### src/rtl/dp_access_pkg.sv
package dp_access_pkg;
    localparam int DATA_W = 32;
    localparam int ADDR_W = 2;
    localparam int IR_W   = 4;
    localparam int ACK_W  = 3;
    localparam int SCAN_W = DATA_W + ADDR_W + 1;

    localparam logic [IR_W-1:0] IR_ABORT  = 4'h8;
    localparam logic [IR_W-1:0] IR_DPACC  = 4'hA;
    localparam logic [IR_W-1:0] IR_APACC  = 4'hB;
    localparam logic [IR_W-1:0] IR_IDCODE = 4'hE;

    localparam logic [ACK_W-1:0] ACK_OK   = 3'b010;
    localparam logic [ACK_W-1:0] ACK_WAIT = 3'b001;

    localparam logic [ADDR_W-1:0] RDBUF_ADDR = 2'd3;

    typedef enum logic [2:0] {
        SEL_NONE, SEL_ABORT, SEL_DPACC, SEL_APACC, SEL_IDCODE
    } dr_sel_e;

    typedef struct packed {
        logic [DATA_W-1:0] data;
        logic [ADDR_W-1:0] addr;
        logic              rnw;
    } scan_req_t;

    typedef struct packed {
        logic [DATA_W-1:0] posted;
        logic [ACK_W-1:0]  ack;
    } scan_rsp_t;

    typedef struct packed {
        logic              ap;
        logic              write;
        logic [ADDR_W-1:0] addr;
        logic [DATA_W-1:0] wdata;
    } bank_req_t;

    function automatic logic [ACK_W-1:0] ack_for(input logic pending);
        return pending ? ACK_WAIT : ACK_OK;
    endfunction
endpackage

### src/rtl/dp_ir_decode.sv
module dp_ir_decode
    import dp_access_pkg::*;
(
    input  logic [IR_W-1:0] ir_i,
    output dr_sel_e         sel_o
);
    always_comb begin
        unique case (ir_i)
            IR_ABORT:  sel_o = SEL_ABORT;
            IR_DPACC:  sel_o = SEL_DPACC;
            IR_APACC:  sel_o = SEL_APACC;
            IR_IDCODE: sel_o = SEL_IDCODE;
            default:   sel_o = SEL_NONE;
        endcase
    end
endmodule

### src/rtl/dp_scan_reg.sv
module dp_scan_reg
    import dp_access_pkg::*;
(
    input  logic              clk,
    input  logic              rst,
    input  logic              capture_i,
    input  logic              shift_i,
    input  logic              tdi_i,
    input  logic [SCAN_W-1:0] cap_val_i,
    output logic [SCAN_W-1:0] sr_o
);
    always_ff @(posedge clk) begin
        if (rst) begin
            sr_o <= '0;
        end else if (capture_i) begin
            sr_o <= cap_val_i;
        end else if (shift_i) begin
            sr_o <= {tdi_i, sr_o[SCAN_W-1:1]};
        end
    end
endmodule

### src/rtl/dp_access_ctrl.sv
module dp_access_ctrl
    import dp_access_pkg::*;
(
    input  logic              clk,
    input  logic              rst,
    input  dr_sel_e           sel_i,
    input  logic              capture_i,
    input  logic              update_i,
    input  scan_req_t         scan_i,
    input  logic              orun_det_en_i,
    input  logic              busy_i,
    input  logic [DATA_W-1:0] rdata_i,
    input  logic              error_i,
    output logic              req_o,
    output bank_req_t         breq_o,
    output logic              abort_o,
    output logic              pend_o,
    output logic [DATA_W-1:0] posted_o,
    output logic              serr_o,
    output logic              sorun_o
);
    localparam int ABT_CANCEL = 0;
    localparam int ABT_CLRERR = 1;
    localparam int ABT_CLRORN = 2;

    logic ack_ok_q;
    logic pend_rd_q;
    logic is_ap;
    logic rdbuf_hit;
    logic ap_blocked;
    logic launch_ok;
    logic completes;

    always_comb begin
        is_ap      = (sel_i == SEL_APACC);
        rdbuf_hit  = !is_ap && scan_i.rnw && (scan_i.addr == RDBUF_ADDR);
        ap_blocked = is_ap && (serr_o || sorun_o);
        launch_ok  = !rdbuf_hit && !ap_blocked;
        completes  = pend_o && !req_o && !busy_i;
    end

    always_ff @(posedge clk) begin
        if (rst) begin
            ack_ok_q  <= 1'b1;
            pend_o    <= 1'b0;
            pend_rd_q <= 1'b0;
            posted_o  <= '0;
            serr_o    <= 1'b0;
            sorun_o   <= 1'b0;
            req_o     <= 1'b0;
            abort_o   <= 1'b0;
            breq_o    <= '0;
        end else begin
            req_o   <= 1'b0;
            abort_o <= 1'b0;
            if (capture_i) begin
                ack_ok_q <= !pend_o;
            end
            if (completes) begin
                pend_o <= 1'b0;
                if (pend_rd_q) begin
                    posted_o <= rdata_i;
                end
                if (error_i) begin
                    serr_o <= 1'b1;
                end
            end
            if (update_i) begin
                unique case (sel_i)
                    SEL_DPACC, SEL_APACC: begin
                        if (!ack_ok_q) begin
                            if (orun_det_en_i) begin
                                sorun_o <= 1'b1;
                            end
                        end else if (launch_ok) begin
                            req_o        <= 1'b1;
                            breq_o.ap    <= is_ap;
                            breq_o.write <= !scan_i.rnw;
                            breq_o.addr  <= scan_i.addr;
                            breq_o.wdata <= scan_i.data;
                            pend_o       <= 1'b1;
                            pend_rd_q    <= scan_i.rnw;
                        end
                    end
                    SEL_ABORT: begin
                        if (scan_i.data[ABT_CANCEL]) begin
                            pend_o  <= 1'b0;
                            abort_o <= 1'b1;
                        end
                        if (scan_i.data[ABT_CLRERR]) begin
                            serr_o <= 1'b0;
                        end
                        if (scan_i.data[ABT_CLRORN]) begin
                            sorun_o <= 1'b0;
                        end
                    end
                    default: ;
                endcase
            end
        end
    end
endmodule

### src/rtl/dp_access_top.sv
module dp_access_top
    import dp_access_pkg::*;
#(
    parameter logic [DATA_W-1:0] IDCODE_VAL = 32'h0C0F_FEE1
) (
    input  logic              clk,
    input  logic              rst,
    input  logic [IR_W-1:0]   ir_i,
    input  logic              capture_dr_i,
    input  logic              shift_dr_i,
    input  logic              update_dr_i,
    input  logic              tdi_i,
    output logic              tdo_o,
    input  logic              orun_det_en_i,
    output logic              req_o,
    output logic              req_ap_o,
    output logic [ADDR_W-1:0] req_addr_o,
    output logic              req_write_o,
    output logic [DATA_W-1:0] req_wdata_o,
    output logic              abort_o,
    input  logic              busy_i,
    input  logic [DATA_W-1:0] rdata_i,
    input  logic              error_i,
    output logic              sticky_err_o,
    output logic              sticky_orun_o
);
    dr_sel_e           sel;
    logic [SCAN_W-1:0] sr;
    logic [SCAN_W-1:0] cap_val;
    logic              pend;
    logic [DATA_W-1:0] posted;
    bank_req_t         breq;
    scan_rsp_t         rsp;

    dp_ir_decode u_dec (
        .ir_i  (ir_i),
        .sel_o (sel)
    );

    always_comb begin
        rsp.posted = posted;
        rsp.ack    = ack_for(pend);
        unique case (sel)
            SEL_ABORT, SEL_DPACC, SEL_APACC: cap_val = rsp;
            SEL_IDCODE:                      cap_val = SCAN_W'(IDCODE_VAL);
            default:                         cap_val = '0;
        endcase
    end

    dp_scan_reg u_sr (
        .clk       (clk),
        .rst       (rst),
        .capture_i (capture_dr_i),
        .shift_i   (shift_dr_i),
        .tdi_i     (tdi_i),
        .cap_val_i (cap_val),
        .sr_o      (sr)
    );

    dp_access_ctrl u_ctrl (
        .clk           (clk),
        .rst           (rst),
        .sel_i         (sel),
        .capture_i     (capture_dr_i),
        .update_i      (update_dr_i),
        .scan_i        (scan_req_t'(sr)),
        .orun_det_en_i (orun_det_en_i),
        .busy_i        (busy_i),
        .rdata_i       (rdata_i),
        .error_i       (error_i),
        .req_o         (req_o),
        .breq_o        (breq),
        .abort_o       (abort_o),
        .pend_o        (pend),
        .posted_o      (posted),
        .serr_o        (sticky_err_o),
        .sorun_o       (sticky_orun_o)
    );

    assign tdo_o       = sr[0];
    assign req_ap_o    = breq.ap;
    assign req_addr_o  = breq.addr;
    assign req_write_o = breq.write;
    assign req_wdata_o = breq.wdata;
endmodule

### config.mk
export PLATFORM = sky130hd
export DESIGN_NAME = dp_access_top
export DESIGN_NICKNAME = d
export VERILOG_FILES = /design/src/rtl/dp_access_pkg.sv /design/src/rtl/dp_ir_decode.sv /design/src/rtl/dp_scan_reg.sv /design/src/rtl/dp_access_ctrl.sv /design/src/rtl/dp_access_top.sv
export SDC_FILE = /design/constraint.sdc
export NUM_CORES = 1
export LEC_CHECK = 0
export BUFFER_PORTS_ARGS = -buffer_cell sky130_fd_sc_hd__buf_2
export CAP_MARGIN = 20
export CORE_UTILIZATION = 51
export DETAILED_ROUTE_END_ITERATION = 16
export GPL_TIMING_DRIVEN = 0
export HOLD_SLACK_MARGIN = 0.08
export PLACE_DENSITY = 0.74
export SYNTH_ARGS = -nofsm -noshare
export SYNTH_HDL_FRONTEND = slang
export SYNTH_SLANG_ARGS = --single-unit
export TNS_END_PERCENT = 10
### constraint.sdc
create_clock -name clk -period 1.63 [get_ports clk]
set_input_delay 0.0815 -clock clk [delete_from_list [all_inputs] [get_ports clk]]
set_output_delay 0.0815 -clock clk [all_outputs]
set_load 0.05 [all_outputs]
# --- After elaboration in Yosys (flattened, before gate mapping) ---
# Cells that the tools add are included.
totals:
  elab_cells: 74
  regBits: 110
  in_bits: 45
  out_inout_bits: 41
op_classes:
  n_eq_ne: 12
  n_bitwise: 4
  muxes: 22
  reduce_logical: 23
ops:
  columns: ["op", "count"]
  rows:
  - ["two-way mux 35 bit", 2]
  - ["one-hot mux 35 bit (2 select lines)", 1]
  - ["equality test 4 bit (second input constant)", 4]
  - ["two-way mux 1 bit", 15]
  - ["one-hot mux 3 bit (4 select lines)", 1]
  - ["logical NOT 1 bit", 7]
  - ["equality test 3 x 2 -> 1 bit (second input constant)", 2]
  - ["logical AND 1 bit", 6]
  - ["!= test 2 bit (second input constant)", 3]
  - ["OR reduction 3 bit", 2]
  - ["AND reduction 5 bit", 1]
  - ["NOT 1 bit", 4]
  - ["one-hot mux 1 bit (2 select lines)", 2]
  - ["AND reduction 4 bit", 1]
  - ["nonzero test 2 bit", 2]
  - ["OR reduction 4 bit", 1]
  - ["equality test 3 x 1 -> 1 bit (second input constant)", 1]
  - ["equality test 3 bit (second input constant)", 1]
  - ["equality test 2 bit (second input constant)", 1]
  - ["two-way mux 2 bit", 1]
  - ["AND reduction 2 bit", 1]
  - ["OR reduction 2 bit", 1]
  - ["logical OR 1 bit", 1]

# --- Logic depth before layout (Yosys ltp) ---
# Gate-level depths: netlist of the first run.
depth:
  depth_word: 12
  mapped_depth: 6
  mapped_depth_nobuf: 4

# --- Hierarchy ---
# From an unflattened synthesis of the first run, not the netlist that was laid out.
unflattened:
  cells_unflattened: 530
  area_unflattened_um2: 5088.6
by_module_without_submodules:
  columns: ["module", "seq_area_each_um2", "area_per_inst_um2", "n_inst", "cells_each"]
  rows:
  - ["dp_access_ctrl", 1501.4, 3045.4, 1, 329]
  - ["dp_scan_reg", 700.7, 1670.4, 1, 156]
  - ["dp_access_top", 0.0, 330.3, 1, 41]
  - ["dp_ir_decode", 0.0, 42.5, 1, 4]

# --- Worst setup path before layout of the first run ---
# No wires, ideal clock.
synth_path:
  path_type: "register to register"
  startpoint: "reg u_ctrl.sorun_o"
  endpoint: "reg u_ctrl.breq_o[10] (netlist name)"
  setup_ns: 0.132
  arrival_ns: 1.502
  path_stages_with_launch: 7
  path_buffers: 2
  period_less_slack_ns: 1.634
  setup_slack_ns: -0.004
  t_required_ns: 1.498
  path_cell_list: "dfxtp_1 or2_4 mux2_4 buf_8 buf_12 o21ai_1 a21oi_1"
synth_between:
  elab_chain_len: 5
synth_rtl:
  columns: ["item", "line_no", "source"]
  rows:
  - ["from (decl)", "dp_access_ctrl.sv:20", "output logic sorun_o"]
  - ["from (signal assigned)", "dp_access_ctrl.sv:49", "sorun_o <= 1'b0;"]
  - ["from (signal assigned)", "dp_access_ctrl.sv:73", "sorun_o <= 1'b1;"]
  - ["from (signal assigned)", "dp_access_ctrl.sv:94", "sorun_o <= 1'b0;"]
  - ["logical OR 1 bit", "dp_access_ctrl.sv:37", "ap_blocked = is_ap && (serr_o || sorun_o);"]
  - ["logical AND 1 bit", "dp_access_ctrl.sv:37", null]
  - ["logical NOT 1 bit", "dp_access_ctrl.sv:38", "launch_ok = !rdbuf_hit && !ap_blocked;"]
  - ["logical AND 1 bit", "dp_access_ctrl.sv:38", null]
  - ["AND reduction 4 bit (no source line)", null, null]
  - ["to (decl)", "dp_access_ctrl.sv:15", "output bank_req_t breq_o,"]
# Every way passes these cells.
# A chain may end at the register's enable or synchronous reset.

# --- Worst setup path in the final report of the first run ---
layout_path:
  startpoint: "in update_dr_i"
  endpoint: "reg u_ctrl.breq_o[30] (netlist name)"
layout_between:
  elab_chain_len: 1
layout_rtl:
  columns: ["item", "line_no", "source"]
  rows:
  - ["from (decl)", "dp_access_top.sv:11", "input logic update_dr_i,"]
  - ["AND reduction 4 bit (no source line)", null, null]
# Every way passes these cells.

==> flow_summary.json, run 1 <==
{
  "drive_gt1_share_pct": 19.7,
  "synth_area_um2": 4610,
  "drcViolationCount": 0,
  "cp.arrival_ns": 1.87,
  "worstSetupPathType": "in2reg",
  "peakVddDrop_v": 0.000424,
  "final_core_util_pct": 65.4,
  "wl_per_cell_um": 14.9,
  "cts_tree": "done",
  "final_area_um2": 5700,
  "grt_pass1_wl_um": 19200,
  "setup_viol": 1,
  "yosysSeqAreaShare_pct": 47.8,
  "synth-edff-count": 0,
  "antenna_found_initial": 0,
  "hold_path_class": "in2reg",
  "drtPass1Iterations": 5,
  "ant_nets": 0,
  "multiInputGateArea_um2": 2100,
  "dieArea_um2": 9420,
  "port_buffers": 83,
  "grt_pass1_vias": 4093,
  "netlist_instances": 554,
  "cts_inserted_buffers": 9,
  "start_util_pct": 52.8,
  "synth-seq-cells": 110,
  "p_leak_nw": 2.28,
  "grt_max_degree": 17,
  "synth_cell_type_count": 47,
  "seq_area_um2": 2200,
  "cts_buffer_depth": 2,
  "hold_violations": 0,
  "fp.dieH_um": 97.1,
  "fillCellCount": 767,
  "cts_setup_buffers": 0,
  "crit_family": "buffers and inverters",
  "fin_ws_ns": -0.00250,
  "fmax_mhz": 613,
  "nNetsFinal": 727,
  "yosys_warnings": 0,
  "violations": "setup timing",
  "setup_tns_ns": -0.00250,
  "final_common_cell": "dfxtp_1",
  "period_needed_ns": 1.63,
  "async_reset_ff_share_pct": 0,
  "cpMostUsedCell": "buf_2",
  "place_area_um2": 5160,
  "crit_path_end_kind": "flop",
  "io_pins": 86,
  "worstSetupStartpointType": "primary input",
  "num_rows": 34,
  "most-common-layout-cells": "109 x dfxtp_1, 98 x buf_2, 83 x a21oi_1, 83 x nand2_1, 39 x nor2_1",
  "area_growth_pct": 23.8,
  "die-width_um": 97.1,
  "place.gp.congestion": 0.895,
  "tightestPinTransition_ns": 0.555,
  "avgSynthCellArea_um2": 8.32,
  "antennaDiodeCount": 0,
  "critical_path_buf_inv_count": 5,
  "fin_hold_ws_ns": 0.0858,
  "dp_hpwl_um": 8640,
  "max-slew-margin-rel_pct": 63.0,
  "cp.required_ns": 1.86,
  "slowest_stage": "dlygate4sd3_1",
  "cpPeakStageDelay_ns": 0.53,
  "vias_per_cell": 5.40,
  "clk_latency_ns": 0.37,
  "core_um2": 8720,
  "min_period_over_period_pct": 100,
  "skew_ns": 0.00778,
  "outcome": "complete, but fails checks",
  "drt_wl_total_um": 11800,
  "root_buffer": "clkbuf_8",
  "ys.flop_type": "dfxtp_1",
  "grt_usage_pct": 25.1,
  "drt_iter0_drc": 207,
  "max-cap-violations": 0,
  "slew_violations": 0,
  "rsz0062_at_grt": "yes",
  "total_power_mw": 4.82,
  "cts_num_sinks": 110,
  "htreeDepth": 3,
  "power.density_nw_per_um2": 846,
  "grt.overflow.total": 0,
  "clk_pin_slew_ns": 0.10,
  "vias": 4285,
  "path_cells": "dlygate4sd3_1 > buf_2 > inv_1 > or3_1 > buf_2 > buf_6 > o21ai_1 > a21oi_1",
  "crit_fanout": 10,
  "synth_fp_nets": 599
}
==> report_power, final <==
group | switching [mW] | total, mW | internal [mW]
sequential | 0.0339 | 2.76 | 2.72
clock | 0.886 | 1.63 | 0.747
combinational | 0.247 | 0.435 | 0.188
total | 1.17 | 4.82 | 3.66
==> metrics by stage <==
| step | setup slack (ns) | instances |
|---|---|---|
| 2_1_floorplan | 0.000638 | 554 |
| 3_3_place_gp | 0.0935 | 745 |
| 3_5_place_dp | 0.0702 | 745 |
| 4_1_cts | 0.0398 | 795 |
| 5_1_grt | -0.0669 | 794 |
| 6_report | -0.00250 | 794 |
==> cell usage after synthesis (2+ instances only) <==
| cell | count | area, µm² |
|---|---|---|
| nor3_1 | 3 | 15.0 |
| o21ai_1 | 28 | 140 |
| and3_1 | 2 | 12.5 |
| buf_2 | 15 | 75.1 |
| nand3_1 | 37 | 185 |
| buf_8 | 2 | 30.0 |
| o21ai_0 | 23 | 115 |
| buf_1 | 7 | 26.3 |
| nor2_1 | 39 | 146 |
| inv_1 | 3 | 11.3 |
| a31oi_1 | 19 | 119 |
| clkbuf_1 | 16 | 60.1 |
| nand2_1 | 83 | 312 |
| dfxtp_1 | 110 | 2200 |
| a21oi_1 | 83 | 415 |
| clkbuf_8 | 3 | 41.3 |
| clkbuf_2 | 3 | 15.0 |
| a21o_1 | 17 | 128 |
| nor3b_1 | 16 | 120 |
| mux2i_1 | 18 | 180 |
==> worst reg2reg max path, stage by stage, from the launching register on <==
cell     delay, ns
dfxtp_1       0.35
nand2_2       0.08
or3_1         0.41
buf_2         0.21
buf_6         0.16
o21ai_1       0.14
a21oi_1       0.10
==> metal layers <==
layer | up-vias | share of wire (%) | global-route usage [%]
li1 | 2181 | - | -
met1 | 1961 | 46 | 32.7
met2 | 130 | 48 | 42.7
met3 | 13 | 5.1 | 3.53
met4 | 0 | 1.2 | 8.84
met5 | - | 0 | 0
==> area by class of cell <==
type                    count  share of cell area (%)
flip-flops and latches    110                    38.6
clock buffers              12                    2.54
clock inverters             3                   0.790
plain buffers              49                    5.13
well taps                 108                    2.37
repair buffers            118                    13.4
inverters                   3                   0.197
multi-input cells         391                    36.9
==> logic make-up after synthesis <==
logic type      Yosys count  synth area share, %
mux                      20                 4.72
buf+inv                  53                 6.68
simple gates            191                 19.0
flops                   110                 47.8
compound gates          180                 21.8
==> worst paths after layout <==
kind,start,cells past startpoint,slack [ns],end
max,update_dr_i,8,-0.002,u_ctrl.breq_o[30]$_SDFFE_PP0P_
min,error_i,3,0.09,u_ctrl.serr_o$_SDFF_PP0_
max reg2reg,u_ctrl.ack_ok_q$_SDFFE_PP1P_,6,0.05,u_ctrl.breq_o[30]$_SDFFE_PP0P_
min reg2reg,u_ctrl.posted_o[3]$_SDFFE_PP0P_,2,0.46,u_ctrl.posted_o[3]$_SDFFE_PP0P_
==> registers in the layout (all words and copies together) (netlist names) <==
name	count
u_ctrl.posted_o	32
u_ctrl.serr_o	1
u_ctrl.pend_o	1
u_ctrl.pend_rd_q	1
u_ctrl.sorun_o	1
u_ctrl.ack_ok_q	1
u_sr.sr_o	35
u_ctrl.abort_o	1
u_ctrl.req_o	1
u_ctrl.breq_o	36
==> what timing repair did <==
item                                    4_1_cts  5_1_grt
endpoints found under the setup margin        0       57
resized for setup                             0        1
hold buffers                                 35        0
endpoints found under the hold margin        37        0
Power figures use the tool's default switching activity.
==> inputs of run 2 (changes only) <==
Settings changed: RECOVER_POWER from default to 100.
==> run 2 against run 1 <==
Via count down 0.63%. Sequential cell count unchanged. Highest routed layer unchanged. Sequential share of layout area up 0.37 points. Worst hold slack better by 0.00055 ns. The flow still finishes with violations (setup timing). Combinational power about the same. Die area unchanged. Fmax about the same. Critical path type unchanged.
==> flow_summary.json, run 2 (same netlist as run 1, synthesis figures left out) <==
{
  "outcome": "complete, but fails checks",
  "violations": "setup timing",
  "hold_violations": 0,
  "slowest_stage": "dlygate4sd3_1",
  "grt.overflow.total": 0,
  "most-common-layout-cells": "109 x dfxtp_1, 84 x nand2_1, 83 x a21oi_1, 60 x clkbuf_1, 57 x buf_2",
  "grt_pass1_wl_um": 19200,
  "fp.dieH_um": 97.1,
  "clk_latency_ns": 0.37,
  "cp.arrival_ns": 1.87,
  "area_growth_pct": 22.6,
  "peakVddDrop_v": 0.000422,
  "drtPass1Iterations": 5,
  "grt_usage_pct": 25.1,
  "grtUsageMet2_pct": 42.7,
  "dieArea_um2": 9420,
  "drt_wl_total_um": 11800,
  "tightestPinTransition_ns": 0.612,
  "num_rows": 34,
  "min_period_over_period_pct": 100,
  "ant_nets": 0,
  "wl_per_cell_um": 14.9,
  "crit_family": "buffers and inverters",
  "grt_pass1_vias": 4093,
  "setup_viol": 1,
  "fin_ws_ns": -0.00372,
  "fin_hold_ws_ns": 0.0863,
  "nNetsFinal": 727,
  "grt_busiest_layer": "met2",
  "final_common_cell": "dfxtp_1",
  "crit_fanout": 10,
  "worstSetupStartpointType": "primary input",
  "cts_inserted_buffers": 9,
  "vias": 4258,
  "drive_gt1_share_pct": 13.6,
  "max-slew-margin-rel_pct": 59.4,
  "slew_violations": 0,
  "antennaDiodeCount": 0,
  "io_pins": 86,
  "cts_buffer_depth": 2,
  "critical_path_buf_inv_count": 5,
  "place.gp.congestion": 0.895,
  "setup_tns_ns": -0.00372,
  "cts_tree": "done",
  "vias_per_cell": 5.36,
  "use_met3_pct": 3.53,
  "hold_path_class": "in2reg",
  "core_um2": 8720,
  "drt_iter0_drc": 226,
  "cpMostUsedCell": "buf_2",
  "max-cap-violations": 0,
  "crit_path_end_kind": "flop",
  "start_util_pct": 52.8,
  "largest_reg_flops": 36,
  "die-width_um": 97.1,
  "path_cells": "dlygate4sd3_1 > buf_2 > inv_1 > or3_1 > buf_2 > buf_6 > o21ai_1 > a21oi_1",
  "cpPeakStageDelay_ns": 0.53,
  "dp_hpwl_um": 8640,
  "clk_pin_slew_ns": 0.10,
  "use_met1_pct": 32.7,
  "antenna_found_initial": 0,
  "fillCellCount": 782,
  "total_power_mw": 4.82,
  "top_register": "u_ctrl.breq_o",
  "largest_registers": "u_ctrl.breq_o (36), u_sr.sr_o (35), u_ctrl.posted_o (32)",
  "rsz0062_at_grt": "yes",
  "port_buffers": 83,
  "power.density_nw_per_um2": 854,
  "cts_num_sinks": 110,
  "worstSetupPathType": "in2reg",
  "cp.required_ns": 1.87,
  "grt_max_degree": 17,
  "drcViolationCount": 0,
  "period_needed_ns": 1.63,
  "htreeDepth": 3,
  "final_core_util_pct": 64.8,
  "root_buffer": "clkbuf_8",
  "skew_ns": 0.00871,
  "p_leak_nw": 2.10,
  "place_ws_ns": 0.0702,
  "fmax_mhz": 612
}
==> run 2: final cells by class <==
type                    instances  area, µm²  area share [%]
plain buffers                  49        293            5.18
clock buffers                  12        145            2.57
clock inverters                 3       45.0           0.797
inverters                       3       11.3           0.199
multi-input cells             391       2100            37.2
flip-flops and latches        110       2200            39.0
well taps                     108        135            2.39
repair buffers                118        714            12.6
==> run 2: report_power, final <==
part	internal, mW	switching (mW)	total [mW]
Combinational	0.186	0.247	0.433
Sequential	2.72	0.0348	2.76
Clock	0.747	0.887	1.63
Total	3.65	1.17	4.82
==> run 2: layer usage <==
metal	routed length (µm)	share of wire (%)	vias to the layer above
li1	-	-	2181
met1	5490	46	1931
met2	5570	47	133
met3	605	5.1	13
met4	153	1.3	0
met5	0	0	-
==> run 2: final timing paths <==
check	from	slack (ns)	to	cells past startpoint
worst min register to register	u_ctrl.posted_o[3]$_SDFFE_PP0P_	0.46	u_ctrl.posted_o[3]$_SDFFE_PP0P_	2
worst max-delay path	update_dr_i	-0.004	u_ctrl.breq_o[30]$_SDFFE_PP0P_	8
worst max register to register	u_ctrl.ack_ok_q$_SDFFE_PP1P_	0.02	u_ctrl.breq_o[30]$_SDFFE_PP0P_	6
worst min-delay path	error_i	0.09	u_ctrl.serr_o$_SDFF_PP0_	3
==> run 2: repair_timing <==
item	4_1_cts	5_1_grt
resized for setup	0	1
buffers inserted	0	0
setup endpoints to repair	0	57
hold buffers	35	0
hold endpoints to repair	37	0
==> run 2: stage by stage <==
step / instance area [µm²] / std cells
global placement: 5160 / 745
floorplan: 4610 / 554
finish: 5650 / 794
detailed placement: 5160 / 745
CTS: 5700 / 795
global route: 5650 / 794
==> run 2: worst register-to-register path: cells and delay by family (launching register included) <==
kind	cells	cell delay, ns
compound gates	2	0.24
simple gates	2	0.54
flops	1	0.34
buf+inv	2	0.37
